==> src/rtl/aseq_pkg.sv <==
// Package: shared constants and types for the polyphase address sequencer.
// Assumes: nothing beyond standard SystemVerilog.
package aseq_pkg;
    // Step code reported when the base moved by something other than 0..2.
    localparam logic [1:0] STEP_BAD = 2'd3;

    // Largest base movement treated as normal.
    localparam int STEP_MAX = 2;
endpackage

==> src/rtl/aseq_tap_ctrl.sv <==
// Module: tap sequencing control.
// Counts taps after an accepted start and decides whether a start is
// taken or dropped. A start is taken when idle or on the final tap.
// Assumes: TAPS >= 2.
module aseq_tap_ctrl #(
    parameter int TAPS  = 32,
    localparam int TAP_W = $clog2(TAPS)
) (
    input  logic             clk,
    input  logic             rst_n,
    input  logic             start_i,
    output logic             accept_o,
    output logic             busy_o,
    output logic             is_last_o,
    output logic [TAP_W-1:0] tap_o,
    output logic             overrun_o
);
    logic             busy_q;
    logic [TAP_W-1:0] tap_q;
    logic             ovr_q;

    // Purpose: flag the final tap and qualify an incoming start.
    always_comb begin
        is_last_o = busy_q && (tap_q == TAP_W'(TAPS - 1));
        accept_o  = start_i && (!busy_q || is_last_o);
    end

    // Purpose: advance the tap counter and busy state.
    always_ff @(posedge clk) begin
        if (!rst_n) begin
            busy_q <= 1'b0;
            tap_q  <= '0;
        end else if (accept_o) begin
            busy_q <= 1'b1;
            tap_q  <= '0;
        end else if (busy_q) begin
            if (is_last_o) begin
                busy_q <= 1'b0;
                tap_q  <= '0;
            end else begin
                tap_q <= tap_q + 1'b1;
            end
        end
    end

    // Purpose: remember any start dropped in mid sequence.
    always_ff @(posedge clk) begin
        if (!rst_n) begin
            ovr_q <= 1'b0;
        end else if (start_i && busy_q && !is_last_o) begin
            ovr_q <= 1'b1;
        end
    end

    assign busy_o    = busy_q;
    assign tap_o     = tap_q;
    assign overrun_o = ovr_q;
endmodule

==> src/rtl/aseq_addr_gen.sv <==
// Module: address pair generator.
// Captures base and phase on an accepted start. It forms the FIFO
// address as base minus tap, modulo the FIFO depth. It forms the ROM
// address as tap times the branch count plus the upper phase bits.
// Assumes: the branch count is a power of two (2^ROM_PH_W).
module aseq_addr_gen #(
    parameter int TAPS     = 32,
    parameter int FIFO_AW  = 6,
    parameter int PHASE_W  = 16,
    parameter int ROM_PH_W = 8,
    localparam int TAP_W   = $clog2(TAPS),
    localparam int FRAC_W  = PHASE_W - ROM_PH_W
) (
    input  logic                      clk,
    input  logic                      rst_n,
    input  logic                      accept_i,
    input  logic [FIFO_AW-1:0]        base_i,
    input  logic [PHASE_W-1:0]        phase_i,
    input  logic [TAP_W-1:0]          tap_i,
    output logic [FIFO_AW-1:0]        fifo_addr_o,
    output logic [TAP_W+ROM_PH_W-1:0] rom_addr_o,
    output logic [FRAC_W-1:0]         frac_o
);
    logic [FIFO_AW-1:0] base_q;
    logic [PHASE_W-1:0] phase_q;

    // Purpose: hold base and phase for the whole sequence.
    always_ff @(posedge clk) begin
        if (!rst_n) begin
            base_q  <= '0;
            phase_q <= '0;
        end else if (accept_i) begin
            base_q  <= base_i;
            phase_q <= phase_i;
        end
    end

    // Purpose: build the address pair for the current tap.
    always_comb begin
        fifo_addr_o = base_q - FIFO_AW'(tap_i);
        rom_addr_o  = {tap_i, phase_q[PHASE_W-1 -: ROM_PH_W]};
        frac_o      = phase_q[FRAC_W-1:0];
    end
endmodule

==> src/rtl/aseq_step_mon.sv <==
// Module: read base step monitor.
// On each accepted start, compares the new base with the previous one
// modulo the FIFO depth. A move of 0..2 is reported as is, anything
// else as the bad code with a sticky error.
// Assumes: the first start after reset has no previous base.
module aseq_step_mon #(
    parameter int FIFO_AW = 6
) (
    input  logic               clk,
    input  logic               rst_n,
    input  logic               accept_i,
    input  logic [FIFO_AW-1:0] base_i,
    output logic [1:0]         step_o,
    output logic               step_err_o
);
    import aseq_pkg::*;

    logic [FIFO_AW-1:0] prev_q;
    logic               have_prev_q;
    logic [FIFO_AW-1:0] diff;
    logic [1:0]         step_q;
    logic               err_q;

    // Purpose: distance moved by the base, modulo the FIFO depth.
    always_comb diff = base_i - prev_q;

    // Purpose: register the step code and sticky error per start.
    always_ff @(posedge clk) begin
        if (!rst_n) begin
            prev_q      <= '0;
            have_prev_q <= 1'b0;
            step_q      <= 2'd0;
            err_q       <= 1'b0;
        end else if (accept_i) begin
            prev_q      <= base_i;
            have_prev_q <= 1'b1;
            if (!have_prev_q) begin
                step_q <= 2'd0;
            end else if (diff <= FIFO_AW'(STEP_MAX)) begin
                step_q <= diff[1:0];
            end else begin
                step_q <= STEP_BAD;
                err_q  <= 1'b1;
            end
        end
    end

    assign step_o     = step_q;
    assign step_err_o = err_q;
endmodule

==> src/rtl/pps_addr_seq.sv <==
// Module: polyphase coefficient address sequencer (top).
// On each accepted output event, emits TAPS paired FIFO and coefficient
// ROM addresses, one per clock, and reports the base step.
// Assumes: start_i is a one-cycle strobe; synchronous active-low reset.
module pps_addr_seq #(
    parameter int TAPS     = 32,
    parameter int FIFO_AW  = 6,
    parameter int PHASE_W  = 16,
    parameter int ROM_PH_W = 8,
    localparam int TAP_W   = $clog2(TAPS),
    localparam int FRAC_W  = PHASE_W - ROM_PH_W
) (
    input  logic                      clk,
    input  logic                      rst_n,
    input  logic                      start_i,
    input  logic [FIFO_AW-1:0]        base_i,
    input  logic [PHASE_W-1:0]        phase_i,
    output logic [FIFO_AW-1:0]        fifo_addr_o,
    output logic [TAP_W+ROM_PH_W-1:0] rom_addr_o,
    output logic [FRAC_W-1:0]         frac_o,
    output logic                      valid_o,
    output logic                      last_o,
    output logic [1:0]                step_o,
    output logic                      step_err_o,
    output logic                      overrun_o
);
    logic             accept;
    logic             busy;
    logic             is_last;
    logic [TAP_W-1:0] tap;

    aseq_tap_ctrl #(.TAPS(TAPS)) i_ctrl (
        .clk       (clk),
        .rst_n     (rst_n),
        .start_i   (start_i),
        .accept_o  (accept),
        .busy_o    (busy),
        .is_last_o (is_last),
        .tap_o     (tap),
        .overrun_o (overrun_o)
    );

    aseq_addr_gen #(
        .TAPS(TAPS), .FIFO_AW(FIFO_AW), .PHASE_W(PHASE_W), .ROM_PH_W(ROM_PH_W)
    ) i_addr (
        .clk         (clk),
        .rst_n       (rst_n),
        .accept_i    (accept),
        .base_i      (base_i),
        .phase_i     (phase_i),
        .tap_i       (tap),
        .fifo_addr_o (fifo_addr_o),
        .rom_addr_o  (rom_addr_o),
        .frac_o      (frac_o)
    );

    aseq_step_mon #(.FIFO_AW(FIFO_AW)) i_step (
        .clk        (clk),
        .rst_n      (rst_n),
        .accept_i   (accept),
        .base_i     (base_i),
        .step_o     (step_o),
        .step_err_o (step_err_o)
    );

    assign valid_o = busy;
    assign last_o  = is_last;
endmodule

==> config.mk <==
export PLATFORM = sky130hd
export DESIGN_NAME = pps_addr_seq
export DESIGN_NICKNAME = d
export VERILOG_FILES = /design/src/rtl/aseq_pkg.sv /design/src/rtl/aseq_tap_ctrl.sv /design/src/rtl/aseq_addr_gen.sv /design/src/rtl/aseq_step_mon.sv /design/src/rtl/pps_addr_seq.sv
export SDC_FILE = /design/constraint.sdc
export NUM_CORES = 1
export LEC_CHECK = 0
export ABC_CLOCK_PERIOD_IN_PS = 2500
export BUFFER_PORTS_ARGS = -buffer_cell sky130_fd_sc_hd__buf_4
export CORE_MARGIN = 3
export CORE_UTILIZATION = 35
export DETAILED_ROUTE_END_ITERATION = 12
export PLACE_DENSITY_LB_ADDON = 0.12
export SLEW_MARGIN = 20
export SYNTH_ARGS = -nofsm -noshare
export SYNTH_HDL_FRONTEND = slang
export SYNTH_HIERARCHICAL = 1
export SYNTH_SLANG_ARGS = --single-unit
==> constraint.sdc <==
create_clock -name clk -period 2.5 [get_ports clk]
set_input_delay 0.75 -clock clk [delete_from_list [all_inputs] [get_ports clk]]
set_output_delay 0.75 -clock clk [all_outputs]
set_load 0.01 [all_outputs]
Yosys cells after proc, flatten, opt, wreduce, memory -nomap -nowiden
Cells that the tools add are included.
{"block": "totals", "register_bits": 33, "elab_cells": 30}
{"block": "classes", "add_sub_neg": 3, "n_lt_le_gt_ge": 1, "n_eq_ne": 1, "mux": 6, "bitwise_logic": 2, "n_reduce_logical": 9}
{"op": "$le 6x2->1 const B", "n": 1}
{"op": "$sub 6x5->6", "n": 1}
{"op": "$sub 6x6->6", "n": 1}
{"op": "$add 5x1->5 const B", "n": 1}
{"op": "$eq 5x5->1 const B", "n": 1}
{"op": "$mux 5", "n": 1}
{"op": "$logic_and 1x1->1", "n": 4}
{"op": "$mux 2", "n": 2}
{"op": "$mux 1", "n": 3}
{"op": "$reduce_and 3->1", "n": 1}
{"op": "$logic_not 1->1", "n": 2}
{"op": "$not 1->1", "n": 2}
{"op": "$reduce_or 2->1", "n": 1}
{"op": "$logic_or 1x1->1", "n": 1}

Depth between registers and ports, before layout
{"block": "depth", "depth_word": 5, "depth_mapped": 9, "depth_no_buf": 9}

Hierarchy
The synthesis kept the hierarchy.
{"module": "aseq_addr_gen", "n_inst": 1, "cells_per_inst": 107, "area_per_inst_um2": 1087.3, "seq_area_each_um2": 440.4}
{"module": "aseq_step_mon", "n_inst": 1, "cells_per_inst": 67, "area_per_inst_um2": 608.1, "seq_area_each_um2": 200.2}
{"module": "aseq_tap_ctrl", "n_inst": 1, "cells_per_inst": 38, "area_per_inst_um2": 359.1, "seq_area_each_um2": 140.1}

Least setup slack after synthesis
Ideal clock, no wire load.
{"block": "synth_timing", "kind": "in2reg", "from": "input base_i[0]", "to": "register i_step.step_q[0] (netlist: i_step/step_o[0])", "setup_time_ps": 115, "arrival_ps": 2179, "slack_ps": 206, "stages": 9, "n_path_buf": 0, "path_cell_list": "inv_1 > ha_1 > inv_1 > fa_1 > nand3_1 > and2_1 > a22oi_1 > o311a_1 > o21a_1"}
{"block": "synth_via", "elab_chain_cells": 4}
{"item": "start, declared", "line_no": "pps_addr_seq.sv:16", "source": "input logic [FIFO_AW-1:0] base_i,"}
{"item": "$sub 6x6->6 *", "line_no": "aseq_step_mon.sv:25", "source": "always_comb diff = base_i - prev_q;"}
{"item": "$le 6x2->1", "line_no": "aseq_step_mon.sv:39", "source": "end else if (diff <= FIFO_AW'(STEP_MAX)) begin"}
{"item": "$mux 2 *", "line_no": "aseq_step_mon.sv:39"}
{"item": "$mux 2 *", "line_no": "aseq_step_mon.sv:37", "source": "if (!have_prev_q) begin"}
{"item": "end signal, assigned", "line_no": "aseq_step_mon.sv:40", "source": "step_q <= diff[1:0];"}
{"item": "end, declared", "line_no": "aseq_step_mon.sv:21", "source": "logic [1:0] step_q;"}
Every way passes the cells marked *; elsewhere a longest branch is shown, timed or not.
A chain may end at the register's enable or synchronous reset.

Worst setup path after layout
{"block": "layout_timing", "from": "register i_addr.base_q[1]", "to": "output fifo_addr_o[5]"}
{"block": "layout_via", "elab_chain_cells": 1}
{"item": "start, declared", "line_no": "aseq_addr_gen.sv:24", "source": "logic [FIFO_AW-1:0] base_q;"}
{"item": "start signal, assigned", "line_no": "aseq_addr_gen.sv:33", "source": "base_q <= base_i;"}
{"item": "$sub 6x5->6", "line_no": "aseq_addr_gen.sv:40", "source": "fifo_addr_o = base_q - FIFO_AW'(tap_i);"}
{"item": "end, declared", "line_no": "pps_addr_seq.sv:18", "source": "output logic [FIFO_AW-1:0] fifo_addr_o,"}
Every way passes these cells.

==> impl_results.md <==
- Min Tclk post-route: 2513 ps
- Largest net degree at the start of global routing: 40
- Final-report max-slew violation count: 0
- Number of sinks driven by the clock tree: 39
- Critical path's slowest cell: dfxtp_4
- Global-route wire length before repair: 7231 um
- Number of nets in the final layout: 311
- Clock latency at the later pin of the worst-skew pair: 290 ps
- Clock transition at the registers of the reported paths: 80 ps
- Worst stage delay on the critical path: 360 ps
- Total leakage power: 1.200 nW
- P&R area growth vs syn: 34.90%
- Setup crit end kind: output port
- Pwr per Cell Area: 528.5 nW/um2
- Post-Synthesis Mean Instance Area: 9.691 um2
- Area of the core: 5608 um2
- Via count of the routed design: 1587
- PnR worst setup slack: -13.09 ps
- Maximum level of the CTS H-tree: 2
- First-iteration detailed-routing DRC count: 58
- Crit path max fanout: 3
- Worst Skew: 2.433 ps
- Highest-count cells in the layout ignoring fill and taps: buf_4 (66), nor2b_1 (33), dfxtp_1 (33), mux2i_1 (29), inv_1 (16)
- Post-route antenna net violation count: 0
- Global router's overall resource usage: 0.1378
- Post-place instance area: 2549 um2
- Drt total wl: 4356 um
- Routed WL per cell: 12.63 um
- Violations in the final reports: negative setup slack
- Classification of the worst-slack hold path: flop to flop
- Required @ worst endpoint: 1750 ps
- Ratio of cells with drive above 1 in the final layout: 0.3810
- Total number of yosys warnings: 6
- Reg2Reg Setup Slack: 440 ps
- Detailed-router iteration count before antenna repair: 4
- Number of global-route vias before repair: 1535
- Die Span X: 82.62 um
- Worst path cell trace: ha_4, nor2b_4, o31a_1, a311oi_2, buf_4
- Post-synthesis net count: 251
- Yosys cell types: 37
- Routability-driven placement congestion ratio: 0.7480
- Drt via density: 4.600
- Outcome: finished with violations
- Netlist area before placement: 2054 um2
- CTS tree: built
- Portion of the post-synthesis area used by sequential elements: 0.3800
- Final standard cell utilization of the core: 0.4942
- #FFs+latches synth: 39
- Number of cells produced by synthesis: 212
- Critical Path Sink: fifo_addr_o[5]
- Final HPWL from detailed placement: 3033 um
- Initial standard-cell utilization of the core: 0.3664
- Reported max-cap violation count: 0
- Critical path launch point: i_addr/base_q[1]
- Fin Setup TNS: -13.09 ps
- Number of top-level design ports: 58
- Max VDD drop: 0.2418 mV
- Die outline area: 6825 um2
- Number of antenna diodes: 0
- Type of the setup path with the least slack: flop to output port
- Timing-limited maximum frequency: 397.9 MHz
- Vertical extent of the die: 82.62 um
- Antenna violations before repair: 0
- Worst reg2reg path endpoint: i_step/step_o[0]
- Final-report hold violation count: 0
- Critical register-to-register path startpoint: i_ctrl/tap_o[0]
- Critical path arrival: 1760 ps
- Fin area: 2771 um2
- WHS: 487.8 ps
- Depth of the worst register-to-register path: 9
- DRC errors left: 0
- Worst Hold Depth: 1
- Port Buffer Count: 57
- Post-route fraction of the period consumed by the critical path: 1.005
- Actual transition at the worst max-transition pin: 349.8 ps
- Cell at the root of the clock tree: clkbuf_8
- Unrepaired setup endpoints after global routing: yes
- CTS Buffer Depth: 2
- Grt total ovfl: 0
- Critical Path Source Type: flop
- Number of buffers added by the clock tree synthesis step: 5
- Headroom to the max-slew limit: 0.7651
- Number of core rows: 27
- Most common library cell in the layout ignoring fill and taps: buf_4
- Final setup viols: 1
-- kinds of logic (layout without fill, tap and decap cells) --
logic type | count (synthesis) | in the layout | share of synthesized area
xor gates and xnor gates | 6 | 6 | 0.02558
adders and majority gates | 14 | 14 | 0.09257
buffers and inverters | 35 | 96 | 0.08161
muxes | 29 | 29 | 0.1413
and+or+nand+nor | 56 | 56 | 0.1723
AOI/OAI and AO/OA | 33 | 33 | 0.1066
DFF | 39 | 39 | 0.3800
-- state kept, by name (all words and copies together) (netlist names) --
register / cells
i_step/prev_q: 6
i_ctrl/busy_o: 1
i_ctrl/tap_o: 5
i_addr/base_q: 6
i_step/step_o: 2
i_addr/phase_q: 16
i_ctrl/overrun_o: 1
i_step/step_err_o: 1
i_step/have_prev_q: 1
-- power by group --
part,internal (mW),total (mW),switching (mW)
registers,0.656,0.681,0.0250
logic,0.193,0.351,0.158
clock network,0.194,0.432,0.238
total,1.04,1.46,0.421
-- cell usage after synthesis --
| library cell | number | area [um2] |
|---|---|---|
| buf_4 | 7 | 52.55 |
| a311oi_1 | 1 | 8.760 |
| nor4_1 | 1 | 6.260 |
| clkbuf_1 | 4 | 15.01 |
| inv_1 | 21 | 78.83 |
| buf_6 | 1 | 11.26 |
| nand4_2 | 1 | 12.51 |
| nor2_1 | 6 | 22.52 |
| nand3_1 | 1 | 5.000 |
| a22oi_1 | 1 | 7.510 |
| mux2i_1 | 29 | 290.3 |
| o221ai_1 | 1 | 8.760 |
| o21a_1 | 7 | 52.55 |
| a211o_1 | 1 | 8.760 |
| nand2b_4 | 1 | 13.76 |
| fa_1 | 2 | 40.04 |
| a311o_1 | 1 | 10.01 |
| xor2_1 | 2 | 17.52 |
| nor2b_1 | 34 | 212.7 |
| o311a_1 | 1 | 10.01 |
| a21boi_0 | 1 | 7.510 |
| and2_1 | 2 | 12.51 |
| dfxtp_1 | 39 | 780.8 |
| nand2_1 | 2 | 7.510 |
| o31a_1 | 1 | 8.760 |
| xnor2_1 | 4 | 35.03 |
| nor3b_1 | 4 | 30.03 |
| a21o_2 | 1 | 8.760 |
| and3_1 | 1 | 6.260 |
| o22ai_1 | 2 | 12.51 |
| nor3_1 | 1 | 5.000 |
| buf_2 | 2 | 10.01 |
| and2b_4 | 1 | 10.01 |
| nor3_2 | 1 | 10.01 |
| ha_1 | 12 | 150.1 |
| a21oi_1 | 12 | 60.06 |
| o21ai_0 | 3 | 15.01 |
-- worst max-delay path: cells and delay by family (launching register included) --
kind,cells,cell delay [ps]
buf+inv,1,170
compound gates,2,600
fa+ha+maj,1,230
simple gates,1,120
flops,1,360
-- cell type report --
type	instances	area, um2
Sequential cell	39	790.8
Clock buffer	5	68.82
Tap cell	72	90.09
Inverter	21	78.83
Clock inverter	3	20.02
Multi-Input combinational cell	138	1207
Fill cell	556	2836
Timing Repair Buffer	67	515.5
-- what timing repair did --
item,in CTS,in global routing
hold buffers,0,0
setup endpoints to repair,2,3
resized for setup,16,10
pin swaps,3,3
setup buffers,0,4
-- layer usage --
layer,vias to the layer above,track usage,wire length (um)
li1,830,-,-
met1,710,0.1867,2235
met2,45,0.2075,1801
met3,2,0.04338,292
met4,0,0.04412,27
met5,-,0,0
-- through the flow --
| stage | setup slack, ps | power [mW] | std cells |
|---|---|---|---|
| 6_report | -13.09 | 1.465 | 345 |
| 3_5_place_dp | -40.86 | 1.023 | 333 |
| 5_1_grt | -68.26 | 1.556 | 345 |
| 2_1_floorplan | 206.2 | 0.8933 | 212 |
| 4_1_cts | -29.27 | 1.479 | 341 |
| 3_3_place_gp | 6.716 | 1.020 | 333 |
-- worst min path at each step --
stage	to	from	slack, ps
5_1_grt	i_step/step_err_o	i_step/step_err_o	530
6_report	i_step/step_err_o	i_step/step_err_o	490
4_1_cts	i_step/step_err_o	i_step/step_err_o	490
3_5_place_dp	i_step/step_err_o	i_step/step_err_o	460
3_3_place_gp	i_step/step_err_o	i_step/step_err_o	470
2_1_floorplan	i_step/have_prev_q	i_step/have_prev_q	450
No activity file was read; power rests on OpenSTA's default activity.
